===== config.mk =====
export PLATFORM = sky130hd
export DESIGN_NAME = irq_cascade_agg
export DESIGN_NICKNAME = d
export VERILOG_FILES = /design/src/rtl/irq_agg_pkg.sv /design/src/rtl/irq_agg_decode.sv /design/src/rtl/irq_agg_main_reg.sv /design/src/rtl/irq_agg_mgmt_reg.sv /design/src/rtl/irq_cascade_agg.sv
export SDC_FILE = /design/constraint.sdc
export NUM_CORES = 1
export LEC_CHECK = 0
export CORE_AREA = 2 2 88 124
export DETAILED_ROUTE_END_ITERATION = 8
export DIE_AREA = 0 0 90 126
export GPL_ROUTABILITY_DRIVEN = 1
export GPL_TIMING_DRIVEN = 0
export HOLD_SLACK_MARGIN = 0.03
export PLACE_DENSITY_LB_ADDON = 0.25
export SLEW_MARGIN = 40
export SYNTH_ARGS = -nofsm -noshare
export SYNTH_HDL_FRONTEND = slang
export SYNTH_HIERARCHICAL = 1
export SYNTH_SLANG_ARGS = --single-unit

===== constraint.sdc =====
create_clock -name clk -period 4.3 [get_ports clk]
set_input_delay 0.86 -clock clk [delete_from_list [all_inputs] [get_ports clk]]
set_output_delay 0.86 -clock clk [all_outputs]
set_load 0.01 [all_outputs]

===== src/rtl/irq_agg_pkg.sv =====
package irq_agg_pkg;
    localparam int DATA_W    = 32;
    localparam int MGMT_W    = 16;
    localparam int ADDR_W    = 12;
    localparam int CASCADE_B = 23;
    localparam int EVT_N     = 3;
    // event index 0: rx to host, 1: tx descriptor done, 2: tx drained
    localparam int EVT_POS [EVT_N] = '{16, 24, 25};

    localparam logic [ADDR_W-1:0] OFS_MAIN_ST   = 12'h100;
    localparam logic [ADDR_W-1:0] OFS_MAIN_MK   = 12'h104;
    localparam logic [ADDR_W-1:0] OFS_MAIN_ST_A = 12'h108;
    localparam logic [ADDR_W-1:0] OFS_MAIN_MK_A = 12'h10C;
    localparam logic [ADDR_W-1:0] OFS_MGMT_ST   = 12'h200;
    localparam logic [ADDR_W-1:0] OFS_MGMT_MK   = 12'h204;

    localparam logic [DATA_W-1:0] MAIN_MK_RST = 32'hFF7F_FFFF;
    localparam logic [MGMT_W-1:0] MGMT_MK_RST = 16'hFFFF;

    typedef enum logic [2:0] {
        TGT_NONE,
        TGT_MAIN_ST,
        TGT_MAIN_MK,
        TGT_MGMT_ST,
        TGT_MGMT_MK
    } reg_tgt_e;
endpackage


===== src/rtl/irq_agg_decode.sv =====
module irq_agg_decode
    import irq_agg_pkg::*;
(
    input  logic [ADDR_W-1:0] addr,
    output reg_tgt_e          tgt
);
    always_comb begin
        unique case (addr)
            OFS_MAIN_ST, OFS_MAIN_ST_A: tgt = TGT_MAIN_ST;
            OFS_MAIN_MK, OFS_MAIN_MK_A: tgt = TGT_MAIN_MK;
            OFS_MGMT_ST:                tgt = TGT_MGMT_ST;
            OFS_MGMT_MK:                tgt = TGT_MGMT_MK;
            default:                    tgt = TGT_NONE;
        endcase
    end
endmodule


===== src/rtl/irq_agg_main_reg.sv =====
module irq_agg_main_reg
    import irq_agg_pkg::*;
#(
    parameter int DW = DATA_W,
    parameter int NE = EVT_N
) (
    input  logic          clk,
    input  logic          rst_n,
    input  logic          wr_st,
    input  logic          wr_mk,
    input  logic          rd_st,
    input  logic [DW-1:0] wdata,
    input  logic [NE-1:0] evt,
    output logic [DW-1:0] st_q,
    output logic [DW-1:0] mk_q
);
    localparam logic [DW-1:0] KEEP = DW'(1) << CASCADE_B;

    logic [DW-1:0] set_vec;
    logic [DW-1:0] st_d;

    always_comb begin
        set_vec = '0;
        for (int i = 0; i < NE; i++) begin
            set_vec[EVT_POS[i]] = set_vec[EVT_POS[i]] | evt[i];
        end
    end

    always_comb begin
        if (wr_st)      st_d = wdata;
        else if (rd_st) st_d = st_q & KEEP;
        else            st_d = st_q;
        st_d = st_d | set_vec;   // events win over clear and write
    end

    always_ff @(posedge clk) begin
        if (!rst_n) begin
            st_q <= '0;
            mk_q <= MAIN_MK_RST;
        end else begin
            st_q <= st_d;
            if (wr_mk) mk_q <= wdata;
        end
    end

    for (genvar g = 0; g < NE; g++) begin : g_evt_chk
        p_evt_sticky_r2: assert property (@(posedge clk) disable iff (!rst_n)
            evt[g] |=> st_q[EVT_POS[g]]);
    end

    p_rdclr_keep_r3: assert property (@(posedge clk) disable iff (!rst_n)
        (rd_st && !wr_st && evt == '0) |=> (st_q == ($past(st_q) & KEEP)));
endmodule


===== src/rtl/irq_agg_mgmt_reg.sv =====
module irq_agg_mgmt_reg
    import irq_agg_pkg::*;
#(
    parameter int MW = MGMT_W
) (
    input  logic          clk,
    input  logic          rst_n,
    input  logic          wr_st,
    input  logic          wr_mk,
    input  logic          rd_st,
    input  logic [MW-1:0] wdata,
    input  logic [MW-1:0] evt,
    output logic [MW-1:0] st_q,
    output logic [MW-1:0] mk_q
);
    logic [MW-1:0] st_d;

    always_comb begin
        if (wr_st)      st_d = wdata;
        else if (rd_st) st_d = '0;
        else            st_d = st_q;
        st_d = st_d | evt;
    end

    always_ff @(posedge clk) begin
        if (!rst_n) begin
            st_q <= '0;
            mk_q <= MGMT_MK_RST;
        end else begin
            st_q <= st_d;
            if (wr_mk) mk_q <= wdata;
        end
    end

    p_rdclr_all_r4: assert property (@(posedge clk) disable iff (!rst_n)
        (rd_st && !wr_st && evt == '0) |=> (st_q == '0));
    p_evt_sticky_mgmt_r9: assert property (@(posedge clk) disable iff (!rst_n)
        (evt != '0) |=> ((st_q & $past(evt)) == $past(evt)));
endmodule


===== src/rtl/irq_cascade_agg.sv =====
module irq_cascade_agg
    import irq_agg_pkg::*;
(
    input  logic              clk,
    input  logic              rst_n,
    input  logic              reg_wr,
    input  logic              reg_rd,
    input  logic [ADDR_W-1:0] reg_addr,
    input  logic [DATA_W-1:0] reg_wdata,
    output logic [DATA_W-1:0] reg_rdata,
    input  logic              evt_rx_host,
    input  logic              evt_tx_desc,
    input  logic              evt_tx_drain,
    input  logic [MGMT_W-1:0] mgmt_evt,
    output logic              irq
);
    localparam logic [DATA_W-1:0] SUMMARY = DATA_W'(1) << CASCADE_B;

    reg_tgt_e          tgt;
    logic [DATA_W-1:0] main_st, main_mk;
    logic [MGMT_W-1:0] mgmt_st, mgmt_mk;
    logic              main_hit, mgmt_hit;

    irq_agg_decode i_dec (
        .addr (reg_addr),
        .tgt  (tgt)
    );

    irq_agg_main_reg #(.DW(DATA_W), .NE(EVT_N)) i_main (
        .clk   (clk),
        .rst_n (rst_n),
        .wr_st (reg_wr && tgt == TGT_MAIN_ST),
        .wr_mk (reg_wr && tgt == TGT_MAIN_MK),
        .rd_st (reg_rd && tgt == TGT_MAIN_ST),
        .wdata (reg_wdata),
        .evt   ({evt_tx_drain, evt_tx_desc, evt_rx_host}),
        .st_q  (main_st),
        .mk_q  (main_mk)
    );

    irq_agg_mgmt_reg #(.MW(MGMT_W)) i_mgmt (
        .clk   (clk),
        .rst_n (rst_n),
        .wr_st (reg_wr && tgt == TGT_MGMT_ST),
        .wr_mk (reg_wr && tgt == TGT_MGMT_MK),
        .rd_st (reg_rd && tgt == TGT_MGMT_ST),
        .wdata (reg_wdata[MGMT_W-1:0]),
        .evt   (mgmt_evt),
        .st_q  (mgmt_st),
        .mk_q  (mgmt_mk)
    );

    // summary position is reachable only through the cascade
    assign mgmt_hit = |(mgmt_st & ~mgmt_mk);
    assign main_hit = |(main_st & ~main_mk & ~SUMMARY);

    always_ff @(posedge clk) begin
        if (!rst_n) irq <= 1'b0;
        else        irq <= main_hit | mgmt_hit;
    end

    always_comb begin
        reg_rdata = '0;
        if (reg_rd) begin
            unique case (tgt)
                TGT_MAIN_ST: reg_rdata = main_st;
                TGT_MAIN_MK: reg_rdata = main_mk;
                TGT_MGMT_ST: reg_rdata = DATA_W'(mgmt_st);
                TGT_MGMT_MK: reg_rdata = DATA_W'(mgmt_mk);
                default:     reg_rdata = '0;
            endcase
        end
    end

    p_cascade_raise_r8: assert property (@(posedge clk) disable iff (!rst_n)
        mgmt_hit |=> irq);
    p_summary_blocked_r7: assert property (@(posedge clk) disable iff (!rst_n)
        (!mgmt_hit && (main_st & ~main_mk) == (main_st & ~main_mk & SUMMARY)) |=> !irq);
    p_rdata_idle_r11: assert property (@(posedge clk) disable iff (!rst_n)
        !reg_rd |-> reg_rdata == '0);
endmodule


* Word level (Yosys, flattened, before mapping) *
Cells that the tools add are included.

cells by class
  equality and inequality tests = 10
  multiplexer cells = 7
  reductions and logical operators = 10
  bitwise gates (word level) = 7

operators by type and width
  kind                  count
  $pmux 32 s4           1
  $mux 32               3
  $eq 12x9->1 const B   4
  $and 32x32->32        1
  $mux 16               2
  $not 32->32           1
  $or 32x26->32         1
  $reduce_or 31->1      1
  $eq 12x10->1 const B  2
  $and 16x16->16        1
  $not 16->16           1
  $or 16x16->16         1
  $reduce_or 16->1      1
  $pmux 3 s4            1
  $eq 3x2->1 const B    2
  $logic_and 1x1->1     6
  $reduce_or 2->1       2
  $eq 3x1->1 const B    1
  $eq 3x3->1 const B    1
  $or 1x1->1            1

storage, ports and cells
  bits in registers = 97
  output and inout bits = 33
  bits of input ports = 67
  logic and storage cells = 39

* Depth between registers and ports, before layout *
  depth after elaboration = 8
  gate-level depth with buffers = 10
  gate-level depth less buffers = 6

* By module *
The synthesis kept the hierarchy.

by module, submodules not included
  module            area an instance (sq um)  cells each  instances  seq. area each (sq um)
  irq_agg_main_reg  2473.6                    243         1          1281.2
  irq_agg_mgmt_reg  1263.7                    121         1          640.6
  irq_cascade_agg   1164.9                    170         1          20.0
  irq_agg_decode    90.1                      10          1          0.0

* Worst setup path before layout *
Ideal clock, no wire load.

  path type = input -> output
  start point = input port reg_addr[1]
  end point = output port reg_rdata[6]
  arrival = 2.796 ns
  path slack = 0.644 ns
  stages = 7
  data required time = 3.440 ns
  path buffers = 2
  cell sequence = or4_1 > nor4_2 > and2_1 > buf_6 > buf_6 > a22oi_1 > a21oi_1

between the ends
  word-level cells in the longest chain between the ends = 6
  elaborated cells between the ends (all ways) = 15
  those cells by class = 10 x eq/ne; 3 x mux; 2 x reduce/logical

ends and longest elaborated chain
  item                                line                   RTL
  from (decl)                         irq_cascade_agg.sv:8   input logic [ADDR_W-1:0] reg_addr,
  $eq 12x9->1                         irq_agg_decode.sv:8    unique case (addr)
  $reduce_or 2->1                     irq_agg_decode.sv:8
  $pmux 3 s4 *                        irq_agg_decode.sv:8
  via tgt[2]                          irq_cascade_agg.sv:19  reg_tgt_e tgt;
  $eq 3x3->1 (tied with other cells)  irq_cascade_agg.sv:65  unique case (tgt)
  $pmux 32 s4 *                       irq_cascade_agg.sv:65
  $mux 32 *                           irq_cascade_agg.sv:64  if (reg_rd) begin
  to (decl)                           irq_cascade_agg.sv:10  output logic [DATA_W-1:0] reg_rdata,

Mark *: on every way through the listed nets, which the timed path passes. The rest lies on a longest branch.

* Worst setup path after layout *
  start point = input port reg_addr[1]
  end point = output port reg_rdata[28]

The elaborated chain is that of the path after synthesis.

==> out/qor.txt <==
CTS tree: built
Slew HR: 0.518
area of the multi-input gates: 2790 um2
Netlist cell types: 35
largest net degree at the start of global routing: 16
Final Util: 0.644
maximum clock rate: 233 MHz
# DRC: 0
Worst R2R End: irq
RSZ-0062 raised after global routing: yes
HP Class: flop to flop
Critical Path Fanout Max: 10
status: complete, no violations
initial core utilization: 0.488
Final Max Slew Viols: 0
critical path startpoint category: primary input
flops & latches, synth: 97
Reg clk slew, reported paths: 0.07 ns
reg2reg setup slack: 2.39 ns
final hold violations: 0
Design Power: 1.80 mW
DR vias: 4,746
worst r2r path cells: 4
DR iter-0 viols: 475
mapped cell area: 4990 um2
Hold-fix buffers, CTS: 0
# H-tree levels: 3
Leak: 2.43 nW
grt total ovfl: 0
Worst-Margin Slew: 0.704 ns
initial antenna violation count: 0
worst setup path category: primary input to primary output
internal power: 1.38 mW
WHS Endpoint: i_main/mk_q[10]
global-route wire length before repair: 25,500 um
reg-to-reg startpoint: i_main/st_q[11]
Switching Share: 0.231
Buffers on Ports: 99
Tmin final: 4.28 ns
Clock Sinks: 97
register area share after synthesis: 0.389
pwr/cell area: 273 nW/um2
clock buffer depth: 2
Core Area: 10,200 um2
vias in the first global route: 4,630
Num CTS Buffers: 9
Post-DP HPWL: 11,500 um
Psw: 0.416 mW
diode count: 0
final worst-path cycle share: 0.996
Global Route Usage Sum: 0.286
syn_nets: 611
Die Ht: 126 um
clock skew: 0.00807 ns
Fillers: 901
routability cong.: 0.890
die width: 90 um
Antenna Nets Post-Route: 0
Initial DRT Pass Iterations: 6
peak supply drop: 0.203 mV
register area: 1940 um2
Max Cap Viol: 0
hold depth: 2
Setup Viol. Count Final: 0
Critical Path AT: 3.42 ns
final net count: 739
clock share of power: 0.413
Flop pwr share: 0.512
Ys Warns: 6
CP required: 3.44 ns
Synth Area per Inst: 9.18 um2
Syn Inst Count: 544
num ports: 100
HP Start: i_main/mk_q[10]
clk root buf: clkbuf_16
commonest cells after routing, fill and taps aside: 97 x dfxtp_1, 75 x nand2_1, 64 x clkdlybuf4s50_1
CP Capture Type: primary output
layout cell share with drive strength beyond 1: 0.157
Placement Rows: 44
overall routed net length: 16,300 um
routed length per instance: 20.0 um
worst-skew pair later-pin latency: 0.35 ns
vias per std cell: 5.82
DIE AREA: 11,300 um2
Comb power frac: 0.075
Layout area overhead: 32.1%
commonest non-fill, non-tap cell in the layout: dfxtp_1
==> synth_stat cells <==
cell       count  share of area
dfxtp_1       97           0.39
nand2_1       75          0.056
mux2i_1       49          0.098
a22oi_1       48          0.072
or3b_1        47          0.082
a21boi_1      46          0.069
a21oi_1       35          0.035
nor2b_1       28          0.035
nor2_1        18          0.014
inv_1         15          0.011
clkbuf_1      13         0.0098
buf_6         12          0.027
buf_2         11          0.011
and2b_1        7          0.011
a2111oi_0      6          0.011
and2_1         6         0.0075
buf_4          6         0.0090
a2111oi_1      3         0.0060
a2111oi_2      3         0.0090
nand4_1        3         0.0038
nor3b_4        2         0.0075
a211oi_1       1         0.0015
a21boi_0       1         0.0015
a222oi_1       1         0.0020
and3_1         1         0.0013
and3b_1        1         0.0018
nand2b_1       1         0.0013
nand3b_1       1         0.0015
nor4_2         1         0.0025
o21ai_4        1         0.0033
o31a_1         1         0.0018
or3b_2         1         0.0018
or4_1          1         0.0015
or4_4          1         0.0023
or4b_1         1         0.0020
==> through the flow <==
step,cell area (um2),cells,hold WS (ns),setup WS [ns],TNS (ns)
5_1_grt,6600,815,0.528,-0.107,-0.604
6_report,6600,815,0.506,0.0164,0
4_1_cts,6580,811,0.502,0.0170,0
3_3_place_gp,6160,781,0.472,-0.518,-13.52
2_1_floorplan,4990,544,0.457,0.644,0
3_5_place_dp,6160,781,0.483,-0.620,-16.69
==> worst max-delay path, cell delays in order <==
cell and delay [ns]:
clkdlybuf4s50_1 0.40, or4_4 0.55, a2111oi_4 0.42, buf_4 0.19, nor3b_4 0.22, buf_12 0.15
buf_4 0.17, a22oi_1 0.08, nor2_1 0.09, dlygate4sd2_1 0.27
==> logic make-up (layout without fill, tap and decap cells) <==
group           after synthesis  in the layout  share of synthesized area
compound gates              146            146                      0.212
buf+inv                      57            190                     0.0682
flops                        97             97                      0.389
mux                          49             49                     0.0982
simple gates                195            195                      0.233
==> final cells by class <==
| cell class | count | area share |
|---|---|---|
| multi-input combinational | 390 | 0.423 |
| sequential | 97 | 0.294 |
| timing repair buffer | 117 | 0.160 |
| buffer | 42 | 0.0476 |
| clock buffer | 11 | 0.0353 |
| tap | 138 | 0.0262 |
| inverter | 15 | 0.00854 |
| clock inverter | 5 | 0.00474 |
==> sequential cells by signal (all words and copies together) (netlist names) <==
signal       flops
i_mgmt/st_q     16
i_main/st_q     32
i_mgmt/mk_q     16
irq              1
i_main/mk_q     32
==> what timing repair did <==
action                     in CTS  in global routing
pin swaps                       3                  6
setup endpoints to repair      32                 32
gates resized for setup        50                 66
cloned                          4                  1
setup buffers                  10                  3
==> metal layers <==
metal / vias up / global-route usage / share of wire
li1: 2203 / - / -
met1: 2268 / 0.348 / 0.39
met2: 230 / 0.503 / 0.51
met3: 45 / 0.0299 / 0.057
met4: 0 / 0.141 / 0.039
met5: - / 0 / 0
==> power groups by stage <==
stage                     clock (mW)  combinational (mW)  sequential [mW]
after floorplan                    0              0.0423            0.937
after detailed placement           0               0.129            0.941
final                          0.744               0.135            0.921
after CTS                      0.740               0.133            0.921
after global placement             0               0.127            0.941
after global routing           0.780               0.144            0.922
==> how the worst max path moves through the flow <==
stage / startpoint / to / slack, ns / cells after the start
finish: reg_addr[1] / reg_rdata[28] / 0.02 / 10
detailed placement: reg_addr[6] / reg_rdata[3] / -0.62 / 8
global route: reg_addr[7] / reg_rdata[28] / -0.11 / 10
floorplan: reg_addr[1] / reg_rdata[6] / 0.64 / 7
global placement: reg_addr[2] / reg_rdata[3] / -0.52 / 8
CTS: reg_addr[1] / reg_rdata[15] / 0.02 / 11
(Power assumes the default switching activity.)
